**config.mk**
```make
export PLATFORM = sky130hd
export DESIGN_NAME = trisample_rx
export DESIGN_NICKNAME = d
export VERILOG_FILES = /design/src/rtl/trisample_rx_pkg.sv /design/src/rtl/trisample_rx_sync.sv /design/src/rtl/trisample_rx_timer.sv /design/src/rtl/trisample_rx_vote.sv /design/src/rtl/trisample_rx.sv
export SDC_FILE = /design/constraint.sdc
export NUM_CORES = 1
export LEC_CHECK = 0
export ABC_CLOCK_PERIOD_IN_PS = 3450
export BUFFER_PORTS_ARGS = -buffer_cell sky130_fd_sc_hd__buf_2
export CELL_PAD_IN_SITES_DETAIL_PLACEMENT = 2
export CELL_PAD_IN_SITES_GLOBAL_PLACEMENT = 2
export CORE_MARGIN = 5
export CORE_UTILIZATION = 35
export CTS_BUF_LIST = sky130_fd_sc_hd__clkbuf_4 sky130_fd_sc_hd__clkbuf_8 sky130_fd_sc_hd__clkbuf_16
export CTS_CLUSTER_SIZE = 14
export DETAILED_ROUTE_END_ITERATION = 8
export GPL_ROUTABILITY_DRIVEN = 0
export MAX_ROUTING_LAYER = met4
export PLACE_DENSITY_LB_ADDON = 0.1
export SLEW_MARGIN = 20
export SYNTH_ARGS = -nofsm -noshare
export SYNTH_HDL_FRONTEND = slang
export SYNTH_HIERARCHICAL = 1
export SYNTH_SLANG_ARGS = --single-unit
```
**constraint.sdc**
```tcl
create_clock -name clk -period 3.45 [get_ports clk]
set_input_delay 0.69 -clock clk [delete_from_list [all_inputs] [get_ports clk]]
set_output_delay 0.69 -clock clk [all_outputs]
set_load 0.01 [all_outputs]
```
**src/rtl/trisample_rx_pkg.sv**
```systemverilog
package trisample_rx_pkg;
  typedef enum logic {
    RX_IDLE = 1'b0,
    RX_RUN  = 1'b1
  } rx_state_t;
endpackage

```
**src/rtl/trisample_rx_sync.sv**
```systemverilog
// Synchronizer chain for the serial input plus a falling-edge detector.
module trisample_rx_sync #(
  parameter int STAGES = 2
) (
  input  logic clk,
  input  logic rst,
  input  logic din,
  output logic line,
  output logic fall
);
  logic [STAGES-1:0] chain;
  logic              prev;

  generate
    if (STAGES == 1) begin : g_single
      always_ff @(posedge clk) begin
        if (rst) chain <= 1'b1;
        else     chain <= din;
      end
    end else begin : g_multi
      always_ff @(posedge clk) begin
        if (rst) chain <= '1;
        else     chain <= {chain[STAGES-2:0], din};
      end
    end
  endgenerate

  always_ff @(posedge clk) begin
    if (rst) prev <= 1'b1;
    else     prev <= chain[STAGES-1];
  end

  assign line = chain[STAGES-1];
  assign fall = prev & ~chain[STAGES-1];
endmodule

```
**src/rtl/trisample_rx_timer.sv**
```systemverilog
// Half-bit timer that runs only while a frame is in progress.
// The first interval after the load is half a half-bit long, so every odd
// interval covers the middle half of a bit cell.
module trisample_rx_timer #(
  parameter int HALF  = 8,
  parameter int CNT_W = 5
) (
  input  logic             clk,
  input  logic             rst,
  input  logic             load,
  input  logic             run,
  output logic [CNT_W-1:0] hcnt,
  output logic             smp,
  output logic             smp_first,
  output logic             smp_last
);
  localparam int DIV_W = (HALF > 2) ? $clog2(HALF) : 1;
  localparam int QTR   = HALF / 4;

  logic [DIV_W-1:0] div;
  logic             odd;

  always_ff @(posedge clk) begin
    if (rst || (!run && !load)) begin
      div  <= '0;
      hcnt <= '0;
    end else if (load) begin
      div  <= DIV_W'(HALF / 2);
      hcnt <= '0;
    end else if (div == DIV_W'(HALF - 1)) begin
      div  <= '0;
      hcnt <= hcnt + 1'b1;
    end else begin
      div  <= div + 1'b1;
    end
  end

  assign odd       = run & hcnt[0];
  assign smp_first = odd && (div == DIV_W'(QTR));
  assign smp_last  = odd && (div == DIV_W'(3 * QTR));
  assign smp       = odd && ((div == DIV_W'(QTR)) ||
                             (div == DIV_W'(2 * QTR)) ||
                             (div == DIV_W'(3 * QTR)));
endmodule

```
**src/rtl/trisample_rx_vote.sv**
```systemverilog
// Unanimity check over the three samples of one bit cell.
module trisample_rx_vote (
  input  logic clk,
  input  logic rst,
  input  logic line,
  input  logic smp,
  input  logic smp_first,
  input  logic smp_last,
  output logic bit_ok,
  output logic bit_bad,
  output logic bit_val
);
  logic first_q;
  logic mis_q;
  logic differ;

  always_ff @(posedge clk) begin
    if (rst) begin
      first_q <= 1'b0;
      mis_q   <= 1'b0;
    end else if (smp_first) begin
      first_q <= line;
      mis_q   <= 1'b0;
    end else if (smp && (line != first_q)) begin
      mis_q   <= 1'b1;
    end
  end

  assign differ  = mis_q | (line != first_q);
  assign bit_val = first_q;
  assign bit_bad = smp_last & differ;
  assign bit_ok  = smp_last & ~differ;
endmodule

```
**src/rtl/trisample_rx.sv**
```systemverilog
module trisample_rx
  import trisample_rx_pkg::*;
#(
  parameter int HALF_BIT_CYCLES = 8,
  parameter int DATA_W          = 9,
  parameter int SYNC_STAGES     = 2
) (
  input  logic              clk,
  input  logic              rst,
  input  logic              rx_line,
  input  logic              wide_mode,
  output logic [DATA_W-1:0] rx_data,
  output logic              rx_done,
  output logic              rx_err
);
  localparam int CNT_W = $clog2(2 * (DATA_W + 2) + 1);
  localparam int IDX_W = CNT_W - 1;

  rx_state_t         state;
  logic              line_s, fall;
  logic              load, busy;
  logic [CNT_W-1:0]  hcnt;
  logic              smp, smp_first, smp_last;
  logic              bit_ok, bit_bad, bit_val;
  logic              mode_q;
  logic [DATA_W-1:0] shreg;
  logic [IDX_W-1:0]  idx, nbits;

  trisample_rx_sync #(.STAGES(SYNC_STAGES)) u_sync (
    .clk (clk),
    .rst (rst),
    .din (rx_line),
    .line(line_s),
    .fall(fall)
  );

  assign busy = (state == RX_RUN);
  assign load = (state == RX_IDLE) && fall;

  trisample_rx_timer #(.HALF(HALF_BIT_CYCLES), .CNT_W(CNT_W)) u_timer (
    .clk      (clk),
    .rst      (rst),
    .load     (load),
    .run      (busy),
    .hcnt     (hcnt),
    .smp      (smp),
    .smp_first(smp_first),
    .smp_last (smp_last)
  );

  trisample_rx_vote u_vote (
    .clk      (clk),
    .rst      (rst),
    .line     (line_s),
    .smp      (smp),
    .smp_first(smp_first),
    .smp_last (smp_last),
    .bit_ok   (bit_ok),
    .bit_bad  (bit_bad),
    .bit_val  (bit_val)
  );

  // Bit cell index: 0 = start, 1..nbits = data, nbits+1 = stop.
  assign idx   = hcnt[CNT_W-1:1];
  assign nbits = mode_q ? IDX_W'(DATA_W) : IDX_W'(DATA_W - 1);

  always_ff @(posedge clk) begin
    if (rst) begin
      state   <= RX_IDLE;
      rx_done <= 1'b0;
      rx_err  <= 1'b0;
      rx_data <= '0;
      shreg   <= '0;
      mode_q  <= 1'b0;
    end else begin
      case (state)
        RX_IDLE: begin
          if (fall) begin
            state   <= RX_RUN;
            rx_done <= 1'b0;
            rx_err  <= 1'b0;
            mode_q  <= wide_mode;
            shreg   <= '0;
          end
        end
        RX_RUN: begin
          if (bit_bad) begin
            rx_err <= 1'b1;
            state  <= RX_IDLE;
          end else if (bit_ok) begin
            if (idx == '0) begin
              if (bit_val) begin
                rx_err <= 1'b1;
                state  <= RX_IDLE;
              end
            end else if (idx <= nbits) begin
              shreg <= {bit_val, shreg[DATA_W-1:1]};
            end else begin
              if (!bit_val) begin
                rx_err <= 1'b1;
              end else begin
                rx_done <= 1'b1;
                rx_data <= mode_q ? shreg : (shreg >> 1);
              end
              state <= RX_IDLE;
            end
          end
        end
        default: state <= RX_IDLE;
      endcase
    end
  end
endmodule

```
==> reports/qor.json <==
{
  "setup_tns_ps": 0,
  "cts_num_sinks": 35,
  "floorplan.core_area_mm2": 0.00469,
  "vdd_ir_drop_max_uv": 177,
  "first_pass_grt_wire_length_um": 6980,
  "worst_ep_required_time_ps": 3650,
  "setup_violations": 0,
  "timing_hold_violations_final": 0,
  "dp_hpwl_um": 2880,
  "period_needed_ps": 2700,
  "postSynth.topFlopCell": "sky130_fd_sc_hd__dfxtp_1",
  "route.detailed.wl_per_inst_um": 16.7,
  "grt_util_all_layers": 0.150,
  "via_per_inst": 5.30,
  "post-route-util": 0.397,
  "ordered_cell_list_for_the_critical_path": "inv_1 > ha_1 > nand3_1 > nor2_1 > nor3b_1 > and3_1 > o311a_1 > nor2_1 > a211oi_2",
  "worst_slew_pin_slew_ps": 763,
  "fillCellCount": 525,
  "postSynthCellCount": 170,
  "setup.worst_path.class": "register to register",
  "drt_first_iter_violations": 45,
  "achievable-frequency_mhz": 370,
  "cts_tree": "yes",
  "status": "complete, no violations",
  "drt-met1-wl_um": 1950,
  "layout_worst_path_cycle_share": 0.783,
  "detail_route_antenna_nets": 0,
  "synth_cell_type_count": 41,
  "combinational_power_share": 0.043,
  "post_synth_main_area_contributors": "sky130_fd_sc_hd__dfxtp_1 (42%), sky130_fd_sc_hd__mux2i_1 (12%), sky130_fd_sc_hd__a211oi_2 (6.0%)",
  "antenna_diode_instance_count": 0,
  "sequential_cell_area_fraction_in_the_yosys_report": 0.417,
  "cp_common_cell": "sky130_fd_sc_hd__nor2_1",
  "fp-row-count": 25,
  "critPathSlowestCell": "sky130_fd_sc_hd__o311a_1",
  "timing.rr.start": "u_timer/div[0]",
  "route.top_layer_used": "met4",
  "fin_hold_ws_ps": 428,
  "clock_tree.root_cell": "sky130_fd_sc_hd__clkbuf_8",
  "p_per_area_mw_per_mm2": 402,
  "synth_edf_count": 0,
  "ctsLongestPathBuffers": 2,
  "met3_wirelength_um": 140,
  "synth_seq_cells": 35,
  "grt_antenna_before_repair": 0,
  "effective_utilization_at_floorplan": 0.358,
  "tritoncts.num_buffers": 5,
  "first_global_vias": 1365,
  "place.port_buffers": 14,
  "insertion_delay_ps": 300,
  "grt_start_max_net_pins": 36,
  "drt_first_pass_iters": 4,
  "routed-via-count": 1267,
  "design.portCount": 15,
  "fin_ws_ps": 749,
  "hold_buffers": 0,
  "layout-area-overhead-vs-synth_pct": 10.7,
  "max_cap_viol_count": 0,
  "sequentialPowerShare": 0.551,
  "synth_top_area_cell": "sky130_fd_sc_hd__dfxtp_1",
  "critPathCaptureType": "register",
  "cpPeakStageDelay_ps": 670,
  "clock-skew-final_ps": 12.1,
  "detail_route.wirelength_um": 3990,
  "clkPwrFrac": 0.406,
  "post-route-drc-count": 0,
  "worstHoldStart": "u_sync/chain[0]",
  "power_report.internal_total_uw": 576,
  "worst_slew_margin_rel": 0.491,
  "stdcell_area_mm2": 0.00186,
  "cp_data_arrival_time_ps": 2900,
  "ctsHtreeMaxLevel": 2,
  "dpl-instance-area_mm2": 0.00177,
  "timing.hold.worst.class": "register to register",
  "floorplan.die.width_um": 79.3,
  "layout-drive-gt1-share": 0.195,
  "synth_nets": 180,
  "post-synth-top-area-fraction": 0.417,
  "critPathLaunch": "u_timer/div[0]",
  "rsz0062_at_grt": "no",
  "static-leakage-power_nw": 0.706,
  "switching_share": 0.229,
  "power.switching_uw": 171,
  "synth-async-reset-ratio": 0,
  "yosys_warnings": 6,
  "syn_avg_cell_area_um2": 9.88,
  "gr_ovfl_total": 0,
  "clock_pin_slew_on_the_worst_setup_and_hold_paths_ps": 70,
  "detailedPlace.worstSlack_ps": 761,
  "die_h_um": 79.3,
  "maxSlewViolCount": 0,
  "die-area_mm2": 0.00629,
  "postCtsSetupRepairBufs": 0,
  "crit_path_start_kind": "register",
  "ctsResizeCount": 0,
  "synth.cell_area_mm2": 0.00168,
  "met2RoutedLength_um": 1830,
  "worstPathMaxFanout": 18,
  "finish.net_count": 195
}
critical path, delay by kind of cell (launching register included):
| kind | cells | cell delay [ps] |
|---|---|---|
| buffers and inverters | 1 | 80 |
| and+or+nand+nor | 5 | 1110 |
| AOI/OAI and AO/OA | 2 | 920 |
| adders and majority gates | 1 | 180 |
| DFF | 1 | 330 |
power by group through the flow:
| stage | sequential (mW) | clock, mW | combinational (mW) |
|---|---|---|---|
| after floorplan | 0.420 | 0 | 0.0210 |
| after global placement | 0.421 | 0 | 0.0308 |
| after detailed placement | 0.421 | 0 | 0.0325 |
| after CTS | 0.412 | 0.320 | 0.0326 |
| after global routing | 0.412 | 0.337 | 0.0359 |
| final | 0.412 | 0.303 | 0.0321 |
final timing paths:
path	to	slack, ps	cells past startpoint
worst max-delay path	rx_data[3]	750	9
worst min-delay path	u_sync/chain[1]	430	1
worst max register to register	rx_data[3]	750	9
worst min register to register	u_sync/chain[1]	430	1
metal layers:
layer / global-route usage / vias to the layer above
li1: - / 623
met1: 0.191 / 623
met2: 0.222 / 15
met3: 0.0454 / 6
met4: 0.0619 / 0
met5: - / -
metrics by stage:
| stage | power (mW) | instances |
|---|---|---|
| after floorplan | 0.441 | 170 |
| after global placement | 0.452 | 232 |
| after detailed placement | 0.454 | 232 |
| final | 0.747 | 239 |
| after global routing | 0.785 | 239 |
| after CTS | 0.765 | 239 |
sequential cells by signal (all words and copies together), names as in the netlist, 2 cells and up:
signal / cells
u_timer/div: 3
rx_data: 9
shreg: 9
u_sync/chain: 2
u_timer/hcnt: 5
synthesized netlist by cell type (2+ instances only):
library cell / count
sky130_fd_sc_hd__a211oi_2: 8
sky130_fd_sc_hd__a21oi_1: 5
sky130_fd_sc_hd__buf_2: 3
sky130_fd_sc_hd__dfxtp_1: 35
sky130_fd_sc_hd__ha_1: 6
sky130_fd_sc_hd__inv_1: 5
sky130_fd_sc_hd__mux2_2: 2
sky130_fd_sc_hd__mux2i_1: 20
sky130_fd_sc_hd__nand2_1: 12
sky130_fd_sc_hd__nand2b_1: 11
sky130_fd_sc_hd__nand4_1: 2
sky130_fd_sc_hd__nand4b_1: 2
sky130_fd_sc_hd__nor2_1: 21
sky130_fd_sc_hd__nor2b_1: 2
sky130_fd_sc_hd__nor3_1: 2
sky130_fd_sc_hd__nor3b_1: 2
sky130_fd_sc_hd__nor4_1: 2
sky130_fd_sc_hd__nor4b_1: 2
sky130_fd_sc_hd__nor4bb_1: 2
sky130_fd_sc_hd__o21a_1: 2
sky130_fd_sc_hd__o21ai_0: 2
sky130_fd_sc_hd__or2_1: 3
cells by family (layout without fill, tap and decap cells):
family	Yosys count	in the layout	share of synthesized area
AOI/OAI and AO/OA	23	23	0.122
xor gates and xnor gates	2	2	0.0104
adders and majority gates	6	6	0.0447
buffers and inverters	12	27	0.0424
DFF	35	35	0.417
muxes	22	22	0.133
and+or+nand+nor	70	70	0.231
cells in the final DEF, fill, tap and decap left out, drive strengths merged, types with 2 or more instances in the layout:
master | Yosys | routed
nand2 | 12 | 12
nor4bb | 2 | 2
a21oi | 5 | 5
nand4 | 2 | 2
a211oi | 9 | 9
nand2b | 11 | 11
nor3b | 3 | 3
inv | 5 | 5
buf | 6 | 15
o21ai | 2 | 2
nor4b | 2 | 2
o21a | 2 | 2
nor3 | 2 | 2
nor2 | 21 | 21
nor4 | 2 | 2
mux2 | 2 | 2
or3b | 2 | 2
or2 | 3 | 3
mux2i | 20 | 20
clkbuf | 1 | 6
dfxtp | 35 | 35
nand4b | 2 | 2
ha | 6 | 6
nor2b | 2 | 2
cell type report:
type	count	area, um^2	area share
clock buffers	6	82.6	0.0444
well taps	54	67.6	0.0363
multi-input cells	123	908	0.488
clock inverters	1	5.00	0.00269
repair buffers	15	77.6	0.0417
inverters	5	18.8	0.0101
flip-flops and latches	35	701	0.377
(Power assumes the default switching activity.)
